--- src/rtl/addr_win_pkg.sv ---
package addr_win_pkg;
  localparam int ADDR_W         = 24;
  localparam int PAGE_SHIFT     = 12;
  localparam int PAGE_W         = ADDR_W - PAGE_SHIFT;
  localparam int SIZE_W         = 4;
  localparam int SIZE_LAST      = 11;
  localparam int MODE_W         = 2;
  localparam int TIMING_W       = 15;
  localparam int CFG_DATA_W     = 16;

  typedef enum logic [MODE_W-1:0] {
    MODE_8_SEP    = 2'd0,
    MODE_8_SHARED = 2'd1,
    MODE_16_SEP   = 2'd2,
    MODE_16_SHARED = 2'd3
  } bus_mode_e;

  typedef enum logic [1:0] {
    CFG_BASE   = 2'd0,
    CFG_FUNC   = 2'd1,
    CFG_TIMING = 2'd2,
    CFG_SPARE  = 2'd3
  } cfg_word_e;

  typedef struct packed {
    logic [PAGE_W-1:0]   page;
    logic [SIZE_W-1:0]   size;
    logic                en;
    bus_mode_e           mode;
    logic [TIMING_W-1:0] timing;
  } win_cfg_t;
endpackage

--- src/rtl/win_cfg_regs.sv ---
module win_cfg_regs
  import addr_win_pkg::*;
#(
  parameter int NUM_WIN = 4,
  localparam int IDX_W = (NUM_WIN > 1) ? $clog2(NUM_WIN) : 1
) (
  input  logic                  clk,
  input  logic                  rst,
  input  logic                  we_i,
  input  logic [IDX_W-1:0]      win_i,
  input  logic [1:0]            sel_i,
  input  logic [CFG_DATA_W-1:0] wdata_i,
  output win_cfg_t              cfg_o [NUM_WIN]
);
  logic unused_wdata_bits;
  assign unused_wdata_bits = ^{wdata_i[15], wdata_i[3:1], wdata_i[15:6]};

  for (genvar w = 0; w < NUM_WIN; w++) begin : g_win
    logic hit_w;
    assign hit_w = we_i && (win_i == IDX_W'(w));

    always_ff @(posedge clk) begin
      if (rst) begin
        cfg_o[w] <= '0;
      end else if (hit_w) begin
        case (cfg_word_e'(sel_i))
          CFG_BASE: begin
            cfg_o[w].page <= wdata_i[PAGE_W-1:0];
            cfg_o[w].size <= wdata_i[PAGE_W +: SIZE_W];
          end
          CFG_FUNC: begin
            cfg_o[w].en   <= wdata_i[0];
            cfg_o[w].mode <= bus_mode_e'(wdata_i[5:4]);
          end
          CFG_TIMING: cfg_o[w].timing <= wdata_i[TIMING_W-1:0];
          default: ;
        endcase
      end
    end
  end
endmodule

--- src/rtl/win_match.sv ---
module win_match
  import addr_win_pkg::*;
(
  input  logic [ADDR_W-1:0] addr_i,
  input  win_cfg_t          cfg_i,
  output logic              hit_o
);
  logic [PAGE_W-1:0] diff;
  logic [PAGE_W-1:0] care;
  logic              legal;

  assign legal = (cfg_i.size <= SIZE_W'(SIZE_LAST));
  assign diff  = addr_i[ADDR_W-1:PAGE_SHIFT] ^ cfg_i.page;

  // Compare only page bits at or above the size code.
  always_comb begin
    care = '0;
    for (int j = 0; j < PAGE_W; j++) begin
      care[j] = (j >= int'(cfg_i.size));
    end
  end

  assign hit_o = cfg_i.en && legal && ((diff & care) == '0);
endmodule

--- src/rtl/win_priority.sv ---
module win_priority
  import addr_win_pkg::*;
#(
  parameter int NUM_WIN = 4
) (
  input  logic                clk,
  input  logic                rst,
  input  logic                valid_i,
  input  logic [NUM_WIN-1:0]  hit_i,
  input  win_cfg_t            cfg_i [NUM_WIN],
  output logic                valid_o,
  output logic [NUM_WIN-1:0]  cs_o,
  output logic                no_match_o,
  output logic [MODE_W-1:0]   mode_o,
  output logic [TIMING_W-1:0] timing_o
);
  logic                found;
  logic [NUM_WIN-1:0]  cs_n;
  logic [MODE_W-1:0]   mode_n;
  logic [TIMING_W-1:0] timing_n;

  always_comb begin
    found    = 1'b0;
    cs_n     = '0;
    mode_n   = '0;
    timing_n = '0;
    for (int i = 0; i < NUM_WIN; i++) begin
      if (!found && hit_i[i]) begin
        found    = 1'b1;
        cs_n[i]  = 1'b1;
        mode_n   = cfg_i[i].mode;
        timing_n = cfg_i[i].timing;
      end
    end
  end

  always_ff @(posedge clk) begin
    if (rst) begin
      valid_o    <= 1'b0;
      cs_o       <= '0;
      no_match_o <= 1'b0;
      mode_o     <= '0;
      timing_o   <= '0;
    end else begin
      valid_o    <= valid_i;
      cs_o       <= valid_i ? cs_n : '0;
      no_match_o <= valid_i && !found;
      mode_o     <= valid_i ? mode_n : '0;
      timing_o   <= valid_i ? timing_n : '0;
    end
  end


  cs_onehot_chk: assert property (@(posedge clk) disable iff (rst) $onehot0(cs_o));

  lowest_wins_chk: assert property (@(posedge clk) disable iff (rst)
    (valid_i && hit_i[0]) |=> (cs_o[0] && $onehot(cs_o)));

  miss_flag_chk: assert property (@(posedge clk) disable iff (rst)
    (valid_i && (hit_i == '0)) |=> (no_match_o && (cs_o == '0)));

  miss_excl_chk: assert property (@(posedge clk) disable iff (rst)
    no_match_o |-> (cs_o == '0));

  result_lat_chk: assert property (@(posedge clk) disable iff (rst)
    valid_i |=> valid_o);

  idle_quiet_chk: assert property (@(posedge clk) disable iff (rst)
    !valid_o |-> (cs_o == '0 && !no_match_o && mode_o == '0 && timing_o == '0));
endmodule

--- src/rtl/addr_window_decoder.sv ---
module addr_window_decoder
  import addr_win_pkg::*;
#(
  parameter int NUM_WIN = 4,
  localparam int IDX_W = (NUM_WIN > 1) ? $clog2(NUM_WIN) : 1
) (
  input  logic                  clk,
  input  logic                  rst,
  input  logic                  cfg_we_i,
  input  logic [IDX_W-1:0]      cfg_win_i,
  input  logic [1:0]            cfg_sel_i,
  input  logic [CFG_DATA_W-1:0] cfg_wdata_i,
  input  logic                  addr_valid_i,
  input  logic [ADDR_W-1:0]     addr_i,
  output logic                  valid_o,
  output logic [NUM_WIN-1:0]    cs_o,
  output logic                  no_match_o,
  output logic [MODE_W-1:0]     bus_mode_o,
  output logic [TIMING_W-1:0]   timing_o
);
  win_cfg_t           cfg [NUM_WIN];
  logic [NUM_WIN-1:0] hit;

  win_cfg_regs #(.NUM_WIN(NUM_WIN)) u_regs (
    .clk     (clk),
    .rst     (rst),
    .we_i    (cfg_we_i),
    .win_i   (cfg_win_i),
    .sel_i   (cfg_sel_i),
    .wdata_i (cfg_wdata_i),
    .cfg_o   (cfg)
  );

  for (genvar w = 0; w < NUM_WIN; w++) begin : g_match
    win_match u_match (
      .addr_i (addr_i),
      .cfg_i  (cfg[w]),
      .hit_o  (hit[w])
    );


    disabled_quiet_chk: assert property (@(posedge clk) disable iff (rst)
      (addr_valid_i && !cfg[w].en) |=> !cs_o[w]);

    reserved_size_chk: assert property (@(posedge clk) disable iff (rst)
      (addr_valid_i && cfg[w].size > SIZE_W'(SIZE_LAST)) |=> !cs_o[w]);
  end

  win_priority #(.NUM_WIN(NUM_WIN)) u_prio (
    .clk        (clk),
    .rst        (rst),
    .valid_i    (addr_valid_i),
    .hit_i      (hit),
    .cfg_i      (cfg),
    .valid_o    (valid_o),
    .cs_o       (cs_o),
    .no_match_o (no_match_o),
    .mode_o     (bus_mode_o),
    .timing_o   (timing_o)
  );
endmodule

--- config.mk ---
export PLATFORM = sky130hd
export DESIGN_NAME = addr_window_decoder
export DESIGN_NICKNAME = d
export VERILOG_FILES = /design/src/rtl/addr_win_pkg.sv /design/src/rtl/win_cfg_regs.sv /design/src/rtl/win_match.sv /design/src/rtl/win_priority.sv /design/src/rtl/addr_window_decoder.sv
export SDC_FILE = /design/constraint.sdc
export NUM_CORES = 1
export LEC_CHECK = 0
export ABC_AREA = 0
export BUFFER_PORTS_ARGS = -buffer_cell sky130_fd_sc_hd__buf_2
export CAP_MARGIN = 5
export CORE_MARGIN = 8
export CORE_UTILIZATION = 39
export DETAILED_ROUTE_END_ITERATION = 8
export SETUP_SLACK_MARGIN = 0.5
export SLEW_MARGIN = 10
export SYNTH_ARGS = -nofsm -noshare
export SYNTH_HDL_FRONTEND = slang
export SYNTH_SLANG_ARGS = --single-unit
--- constraint.sdc ---
create_clock -name clk -period 2 [get_ports clk]
set_input_delay 0.3 -clock clk [delete_from_list [all_inputs] [get_ports clk]]
set_output_delay 0.3 -clock clk [all_outputs]
set_load 0.05 [all_outputs]
==> results.txt, run 1 <==
Pleak - 3.16 nW
Vias in the first global route - 5,979
Chip Width - 151 um
Met3 wire length - 964 um
Worst Hold Depth - 3
Clock Sinks - 159
Critical path endpoint category - register
Synth Area in Simple Gates - 18.6%
Commonest non-fill, non-tap cell in the layout - nand2_1
DRT Pass-1 Iters - 5
M1 wire length - 10.2 mm
Worst Reg-to-Reg Cells - 8
Seq/Total Area, Yosys - 45.1%
Place WS - -0.196 ns
Syn_area_per_cell - 8.11 um^2
IO Port Bufs - 58
Maximum vdd drop - 594 uV
Min-delay src - cfg_wdata_i[15]
Largest family of logic cells by synthesized area - compound AO/OA/AOI/OAI gates
Area grow syn2layout - 27.4%
Crit path launch type - register
Max_slew headroom - 55.3%
Clock Tree Buf Depth - 2
Post-Syn Nets - 919
Global route overflow - 0
Max FO, Critical Path - 14
Final setup violation count - 0
Cts hold-fix bufs - 0
Die height - 151 um
Core Area - 17,800 um^2
Final setup margin - 0.0315 ns
Proportion of netlist area held by the largest area contributor - 45.1%
Complex-gate fraction of the synthesized area - 20.4%
Initial antenna violation count - 1
Gr usage total - 19.3%
Post-layout util - 50.4%
H-tree levels - 4
EDFF count, synth - 0
Endpoints failing hold - 0
Final wirelength - 21.4 mm
Placer Congestion - 0.857
Top sig layer - met5
Hpwl dp - 13.7 mm
First DRT Iteration DRCs - 558
PD cells - 783 nW/um^2
Worst-Margin Slew - 0.669 ns
Crit path DAT - 2.31 ns
Multiplexer area fraction after synthesis - 3.40%
Via count - 6,260
Peak Freq - 508 MHz
Max-Cap Viols - 0
Via density - 5.30
Top_reg_cell synth - dfxtp_1
First-pass GRT wire length - 33.6 mm
Fin crit period - 1.97 ns
Critical Path RT - 2.34 ns
Number of fill cells in the layout - 1,676
Die area - 22,700 um^2
Final ANT Viol Nets - 0
Outcome - completed
Crit Path Class - reg2reg
RSZ-0062 raised after global routing - true
Worst skew pair latency - 0.43 ns
Num CTS Buffers - 17
Synth warn - 0
Highest-count cells in the layout ignoring fill and taps - 232 x nand2_1, 145 x dfxtp_1, 124 x a21oi_1
Pin count of the biggest net entering global routing - 137
Yosys reg bits - 159
Met2 routed WL - 9.89 mm
Row count - 49
Synth area leader - dfxtp_1
Io pins - 71
RR Endpoint - u_prio.mode_o[0]
Proportion of layout cells with a drive suffix above 1 - 26.0%
Nets - 988
Residual DRC - 0
TritonCTS clock tree - built
Reg clk slew, reported paths - 0.07 ns
Ys async rst share - 0%
RR Startpoint - u_regs.cfg_o[30]
Number of distinct library cells after synthesis - 58
Post-Syn Instances - 871
Worst Hold Path EP - u_regs.cfg_o[123]
Final-report max-slew violation count - 0
Worst Hold Class - in2reg
Setup slack, reg-to-reg - 0.03 ns
WL/cell - 18.1 um
Fin crit share - 98.4%
Antenna cell count - 0
Initial Utilization - 39.6%
Root buf cell - clkbuf_16
Synth Cell Area - 7060 um^2
Synth Area in Adders - 0.142%
Synth top area cells - dfxtp_1 45%, nand2_1 12%, a21oi_1 8.9%, xnor2_1 4.2%, mux2i_1 3.4%
Xor and xnor area share after synthesis - 6.17%
Skew final - 0.00623 ns
==> how the worst max path moves through the flow <==
| stage | from | end |
|---|---|---|
| after floorplan | addr_i[18] | u_prio.timing_o[1] |
| after detailed placement | addr_i[12] | u_prio.timing_o[11] |
| final | u_regs.cfg_o[30] | u_prio.mode_o[0] |
| after global placement | addr_i[14] | u_prio.timing_o[11] |
| after CTS | u_regs.cfg_o[30] | u_prio.timing_o[8] |
| after global routing | u_regs.cfg_o[30] | u_prio.timing_o[3] |
==> metal layers <==
layer / track usage, % / up-vias
li1: - / 3084
met1: 26.2 / 3005
met2: 30.2 / 147
met3: 3.55 / 22
met4: 6.15 / 2
met5: 0 / -
==> critical path, stage by stage, from the launching register on <==
cell and delay (ns):
dfxtp_2 0.33, xnor2_2 0.14, a21oi_1 0.06, or4_4 0.54, a21oi_2 0.11, o21a_2 0.20, nand4_4 0.14, buf_12 0.18
o221ai_1 0.18
==> power by group <==
group / internal (mW) / switching, mW
Combinational: 0.185 / 0.321
Sequential: 3.20 / 0.0270
Clock: 1.93 / 1.38
Total: 5.32 / 1.73
==> logic make-up (layout without fill, tap and decap cells) <==
| group | Yosys count | in the layout |
|---|---|---|
| XOR/XNOR | 48 | 48 |
| flip-flops | 159 | 159 |
| multiplexers | 24 | 24 |
| AO/OA/AOI/OAI | 223 | 223 |
| adder cells (fa/ha/maj) | 1 | 1 |
| AND/OR/NAND/NOR | 316 | 318 |
| buffers and inverters | 100 | 180 |
==> flip-flops by register name (all words and copies together), names as in the netlist <==
name	count
u_prio.valid_o	1
u_prio.mode_o	2
u_prio.no_match_o	1
u_prio.cs_o	4
u_prio.timing_o	15
u_regs.cfg_o	136
==> metrics by stage <==
stage                     setup TNS, ns  hold WS, ns  cells  power, mW  area, um^2
after floorplan                       0        0.431    871       3.59        7160
after global placement            -2.97        0.438   1140       3.77        7910
after detailed placement          -3.08        0.447   1140       3.77        7910
after CTS                             0        0.169   1179       7.09        8830
after global routing             -0.143        0.179   1182       7.29        9000
final                                 0        0.180   1182       7.05        9000
==> layout make-up <==
class	instances	area, um^2	area share [%]
multi-input combinational	614	3830	42.6
sequential	159	3200	35.6
timing repair buffer	124	981	10.9
clock buffer	19	453	5.03
tap	229	287	3.18
clock inverter	13	151	1.68
inverter	24	90.1	1.00
==> synthesized netlist by cell type, types with 2 or more instances <==
master     number
a21oi_1       125
o211ai_2        5
o211ai_1        4
inv_1          24
clkbuf_2       12
or3b_1          2
a32oi_1         5
nand2b_1        4
nand3_1         5
dfxtp_1       159
o2111ai_1      15
buf_2          14
or2_2           4
buf_4           2
nand4_1         3
a211oi_1        3
buf_6           3
nor2_1         37
a22oi_1         2
o21ai_0        20
or3_1           2
nor4_1          2
nand3b_1        6
nor3_1         10
clkbuf_1       45
a211o_1         2
nand2_1       233
o221ai_1        9
mux2i_1        24
xnor2_2         2
and2_1          2
xnor2_1        34
a31oi_1        13
xor2_1         12
o221ai_2        4
==> what timing repair did <==
item | in CTS | in global routing
endpoints found under the hold margin | 0 | 0
resized for setup | 49 | 31
cloned | 2 | 0
buffers inserted | 5 | 3
pin swaps | 13 | 4
endpoints found under the setup margin | 22 | 22
No activity file was read; power rests on OpenSTA's default activity.
==> run 2: changes to the inputs <==
--- a/config.mk
+++ b/config.mk
@@ -10,6 +10,7 @@
 export CAP_MARGIN = 5
 export CORE_MARGIN = 8
 export CORE_UTILIZATION = 39
+export CTS_BUF_LIST = sky130_fd_sc_hd__clkbuf_16
 export DETAILED_ROUTE_END_ITERATION = 8
 export SETUP_SLACK_MARGIN = 0.5
 export SLEW_MARGIN = 10
==> run 2 against run 1 <==
The run now ends with setup timing left. Critical endpoint is now u_prio.timing_o[9]. Core utilization increased by 0.50 points. Routed wire length increased by 0.96%. Highest routed layer unchanged. Sequential power about the same.
==> results.txt, run 2 (same netlist as run 1, synthesis figures left out) <==
H-tree levels - 4
Highest-count cells in the layout ignoring fill and taps - 231 x nand2_1, 144 x dfxtp_1, 122 x a21oi_1
Commonest non-fill, non-tap cell in the layout - nand2_1
Violated checks - setup timing
Critical path endpoint category - register
Num CTS Buffers - 17
Via density - 5.36
Critical Path, Cell by Cell - xnor2_2 > a21oi_1 > or4_4 > a21oi_2 > o21a_2 > nand4_4 > clkbuf_16 > o211ai_2
RR Endpoint - u_prio.timing_o[9]
Dpl cell area - 7910 um^2
Fin crit period - 2.01 ns
Chip Width - 151 um
Core Area - 17,800 um^2
Residual DRC - 0
Worst Hold Class - in2reg
Final-report max-slew violation count - 0
DRT Pass-1 Iters - 7
Post-Layout Inst Area - 9090 um^2
Global route overflow - 0
Io pins - 71
CP peak stage delay - 0.54 ns
Max FO, Critical Path - 7
WL/cell - 18.2 um
Hpwl dp - 13.7 mm
Maximum vdd drop - 595 uV
Clock Sinks - 159
Critical Path RT - 2.35 ns
Largest regs - u_regs.cfg_o: 136 flops, u_prio.timing_o: 15 flops, u_prio.cs_o: 4 flops
Vias in the first global route - 5,954
Final ANT Viol Nets - 0
Crit Path Class - reg2reg
Fin crit share - 101%
Crit path DAT - 2.37 ns
Reg clk slew, reported paths - 0.06 ns
First DRT Iteration DRCs - 478
Initial antenna violation count - 1
Crit path launch type - register
Final setup violation count - 6
Final wirelength - 21.6 mm
Skew final - 0.00777 ns
Worst skew pair latency - 0.43 ns
Area grow syn2layout - 28.7%
Root buf cell - clkbuf_16
Crit path capture - u_prio.timing_o[9]
Endpoints failing hold - 0
TritonCTS clock tree - built
Die height - 151 um
Max_slew headroom - 56.8%
RR Startpoint - u_regs.cfg_o[30]
Min-delay src - cfg_wdata_i[15]
Antenna cell count - 0
Setup slack, reg-to-reg - -0.01 ns
Pin count of the biggest net entering global routing - 137
Max-Cap Viols - 0
Hold WS - 0.178 ns
Biggest register - u_regs.cfg_o
Via count - 6,347
Placer Congestion - 0.857
Crit path launch - u_regs.cfg_o[30]
Critical path's slowest cell - or4_4
Nets - 991
CP top delay family - simple AND/OR/NAND/NOR gates
Outcome - finished, violations left
Levels on crit path - 8
PD cells - 769 nW/um^2
Die area - 22,700 um^2
First-pass GRT wire length - 33.3 mm
Peak Freq - 496 MHz
Pleak - 3.16 nW
Clock Tree Buf Depth - 2
Proportion of layout cells with a drive suffix above 1 - 27.2%
Final setup margin - -0.0145 ns
Gr usage total - 19.1%
Worst-Margin Slew - 0.647 ns
Row count - 49
Max reg flops - 136
IO Port Bufs - 58
Crit path buf inv count - 1
Worst Reg-to-Reg Cells - 8
RSZ-0062 raised after global routing - true
Initial Utilization - 39.6%
run 2: cell count changes in the layout (fill, tap and decap cells not counted), sizes merged:
cell | before | now
buf | 124 | 127
clkbuf | 19 | 18
clkinv | 5 | 8
inv | 29 | 28
nand2 | 236 | 235
run 2: through the flow:
stage | instances | total power [mW] | utilization, % | setup slack [ns] | TNS [ns]
floorplan | 871 | 3.59 | - | 0.0426 | 0
global placement | 1140 | 3.77 | 44.3 | -0.175 | -2.97
detailed placement | 1140 | 3.77 | 44.3 | -0.196 | -3.08
CTS | 1180 | 7.00 | 49.2 | 0.0151 | 0
global route | 1185 | 7.21 | 50.9 | -0.101 | -1.33
finish | 1185 | 6.99 | 50.9 | -0.0145 | -0.0456
run 2: routing by layer:
| layer | share of wire (%) | global-route usage, % | vias to the layer above | routed length [um] |
|---|---|---|---|---|
| li1 | - | - | 3093 | - |
| met1 | 47 | 25.8 | 3073 | 10100 |
| met2 | 46 | 29.9 | 148 | 9940 |
| met3 | 4.8 | 3.58 | 31 | 1030 |
| met4 | 2.3 | 6.65 | 2 | 491 |
| met5 | 0.060 | 0 | - | 13 |
run 2: report_power, final:
part           switching [mW]  internal, mW  leakage [nW]
Combinational           0.326         0.190          1.59
Clock                    1.40          1.85         0.284
Sequential             0.0275          3.20          1.29
Total                    1.75          5.24          3.16
run 2: timing repair:
item | 4_1_cts | 5_1_grt
setup endpoints to repair | 22 | 22
hold buffers | 0 | 0
setup buffers | 7 | 3
gates cloned | 1 | 2
resized for setup | 50 | 49
hold endpoints to repair | 0 | 0
pin swaps | 13 | 10
run 2: worst min-delay path by stage:
stage,cells after the start,slack (ns),to
final,3,0.18,u_regs.cfg_o[123]
after global routing,3,0.18,u_regs.cfg_o[123]
after CTS,3,0.17,u_regs.cfg_o[89]
after detailed placement,2,0.45,u_regs.cfg_o[3]
after global placement,2,0.44,u_regs.cfg_o[107]
after floorplan,2,0.43,u_regs.cfg_o[107]
run 2: worst register-to-register path: stages, from the launching register on:
cell and delay, ns:
dfxtp_2 0.33, xnor2_2 0.14, a21oi_1 0.06, or4_4 0.54, a21oi_2 0.11, o21a_2 0.20
nand4_4 0.19, clkbuf_16 0.23, o211ai_2 0.15
run 2: final cells by class:
| class | count | area (um^2) |
|---|---|---|
| repair buffers | 128 | 1050 |
| flip-flops and latches | 159 | 3210 |
| well taps | 229 | 287 |
| fillers | 1672 | 8750 |
| clock inverters | 15 | 159 |
| clock buffers | 17 | 425 |
| inverters | 24 | 95.1 |
| multi-input cells | 613 | 3870 |
==> run 3: changes to the inputs <==
--- a/config.mk
+++ b/config.mk
@@ -16,4 +16,5 @@
 export SLEW_MARGIN = 10
 export SYNTH_ARGS = -nofsm -noshare
 export SYNTH_HDL_FRONTEND = slang
+export SYNTH_HIERARCHICAL = 1
 export SYNTH_SLANG_ARGS = --single-unit
==> run 3 against run 2 <==
The flow still finishes with violations (setup timing). Core utilization shrank 1.8 points. Non-clock buffer count shrank 6. Routed wire length shrank 4.8%. Area after synthesis grew 4.6%. Sequential share of layout area shrank 0.30 points. Design area grew 0.81%. Critical endpoint is now u_prio/mode_o[1]. Largest cell class unchanged.
==> results.txt, run 3 <==
Outcome - finished, violations left
Violated checks - setup timing
First DRT Iteration DRCs - 346
Worst Hold Depth - 3
Vias in the first global route - 5,711
Max FO, Critical Path - 8
Clock Sinks - 159
Yosys reg bits - 159
Row count - 50
Fin crit share - 107%
Num CTS Buffers - 17
Synth Cell Area - 7390 um^2
Final-report max-slew violation count - 0
Crit Path Class - reg2reg
PD cells - 744 nW/um^2
IO Port Bufs - 58
Commonest non-fill, non-tap cell in the layout - nand2b_1
Io pins - 71
Via count - 5,443
Storage cell area - 3210 um^2
First-pass GRT wire length - 31.8 mm
Residual DRC - 0
H-tree levels - 4
Peak Freq - 469 MHz
Proportion of netlist area held by the largest area contributor - 43.1%
Core Area - 18,600 um^2
DRT Pass-1 Iters - 5
Synth warn - 6
Seq/Total Area, Yosys - 43.1%
EDFF count, synth - 0
Fin crit period - 2.13 ns
Highest-count cells in the layout ignoring fill and taps - 169 x nand2b_1, 143 x dfxtp_1, 136 x mux2i_1
Area grow syn2layout - 24.0%
Initial Utilization - 39.6%
Critical Path RT - 2.32 ns
Biggest register - u_regs/cfg_o
Max-Cap Viols - 0
Placer Congestion - 0.785
Global route overflow - 0
Critical path's slowest cell - dfxtp_1
Die height - 154 um
Final wirelength - 20.6 mm
Via density - 5.26
Final ANT Viol Nets - 0
Ys async rst share - 0%
Top_reg_cell synth - dfxtp_1
Final setup violation count - 17
Min-delay src - addr_valid_i
Number of distinct library cells after synthesis - 42
Final setup margin - -0.131 ns
Endpoints failing hold - 0
Number of fill cells in the layout - 1,684
Crit path launch type - register
Max_slew headroom - 59.2%
RR Endpoint - u_prio/mode_o[1]
Worst Reg-to-Reg Cells - 8
Synth top area cells - dfxtp_1 43%, mux2i_1 18%, nand2b_1 14%, xnor2_1 4.3%, a221o_1 2.3%
Root buf cell - clkbuf_16
Skew final - 0.00927 ns
Cts hold-fix bufs - 0
RSZ-0062 raised after global routing - true
Crit path DAT - 2.45 ns
Worst Hold Path EP - u_prio/cs_o[1]
Worst Hold Class - in2reg
TritonCTS clock tree - built
Pin count of the biggest net entering global routing - 102
Die area - 23,600 um^2
Top cells by count, synth - 169 x nand2b_1, 159 x dfxtp_1, 136 x mux2i_1, 36 x xnor2_1, 22 x clkbuf_1
Worst-Margin Slew - 0.610 ns
Nets - 835
Post-Syn Nets - 745
Critical path endpoint category - register
RR Startpoint - u_regs/cfg_o[95]
Antenna cell count - 0
Maximum vdd drop - 552 uV
Setup slack, reg-to-reg - -0.13 ns
Setup_tns - -1.64 ns
Clock Tree Buf Depth - 2
Initial antenna violation count - 0
Area of the multi-input gates - 4140 um^2
Hold WS - 0.202 ns
Proportion of layout cells with a drive suffix above 1 - 27.8%
Max reg flops - 136
WL/cell - 19.9 um
Reg clk slew, reported paths - 0.07 ns
Syn_area_per_cell - 10.6 um^2
Largest regs - u_regs/cfg_o: 136 flops, u_prio/timing_o: 15 flops, u_prio/cs_o: 4 flops
Post-Syn Instances - 697
Gr usage total - 17.3%
CP peak stage delay - 0.34 ns
Chip Width - 154 um
Hpwl dp - 13.4 mm
Pleak - 4.10 nW
Synth area leader - dfxtp_1
Worst skew pair latency - 0.42 ns
Critical Path, Cell by Cell - xnor2_2 > o2111ai_2 > nor3_2 > o2111a_2 > nor2b_4 > buf_16 > a221o_1 > a32o_1
Most frequent cell after synthesis - nand2b_1
## run 3: worst max-delay path by stage
stage | to | slack, ns | cells after the start | from
after floorplan | u_prio/mode_o[0] | 0.01 | 9 | u_regs/cfg_o[60]
after global placement | u_prio/timing_o[11] | -0.26 | 9 | addr_i[18]
after detailed placement | u_prio/mode_o[1] | -0.30 | 9 | addr_i[18]
after CTS | u_prio/mode_o[1] | -0.07 | 8 | u_regs/cfg_o[64]
after global routing | u_prio/timing_o[2] | -0.19 | 8 | u_regs/cfg_o[98]
final | u_prio/mode_o[1] | -0.13 | 8 | u_regs/cfg_o[95]
## run 3: layout make-up
| cell class | count | share of cell area [%] |
|---|---|---|
| Clock buffer | 17 | 4.64 |
| Timing Repair Buffer | 122 | 10.6 |
| Inverter | 2 | 0.0819 |
| Clock inverter | 15 | 1.32 |
| Tap cell | 234 | 3.20 |
| Multi-Input combinational cell | 485 | 45.2 |
| Sequential cell | 159 | 35.0 |
## run 3: worst max-delay path: cells and delay by family (launching register included)
family                    cells  cell delay [ns]
AOI/OAI and AO/OA             4             1.01
DFF                           1             0.34
buffers and inverters         1             0.15
xor gates and xnor gates      1             0.26
and+or+nand+nor               2             0.26
## run 3: repair_timing
item,in CTS,in global routing
buffers inserted,2,3
resized for setup,49,21
endpoints found under the setup margin,22,22
cloned,3,2
pin swaps,46,6
## run 3: layer usage
| metal | up-vias | part of all wire [%] | GRT usage (%) |
|---|---|---|---|
| met5 | - | 0 | 0 |
| met4 | 0 | 2.9 | 7.56 |
| met3 | 34 | 4.4 | 3.70 |
| met2 | 126 | 47 | 27.8 |
| met1 | 2661 | 46 | 22.1 |
| li1 | 2622 | - | - |
## run 3: stage by stage
step	power, mW	cell area (um^2)	util [%]	instances	setup WS [ns]
5_1_grt	7.05	9160	49.1	1034	-0.188
3_3_place_gp	3.79	8170	43.8	992	-0.262
6_report	6.81	9160	49.1	1034	-0.131
4_1_cts	6.85	8990	48.2	1029	-0.0670
2_1_floorplan	3.60	7440	-	697	0.0102
3_5_place_dp	3.80	8170	43.8	992	-0.304
## run 3: cells by family after synthesis
group	count (synthesis)	share of synthesized area, %
compound gates	83	9.91
simple gates	218	18.3
flops	159	43.1
mux	136	18.4
buf+inv	53	3.76
xor+xnor	48	6.50
## run 3: power by group
group / switching, mW / leakage, nW / internal (mW) / total (mW)
Clock: 1.34 / 0.252 / 1.70 / 3.04
Sequential: 0.0279 / 1.29 / 3.20 / 3.23
Combinational: 0.292 / 2.56 / 0.251 / 0.543
Total: 1.66 / 4.10 / 5.15 / 6.81
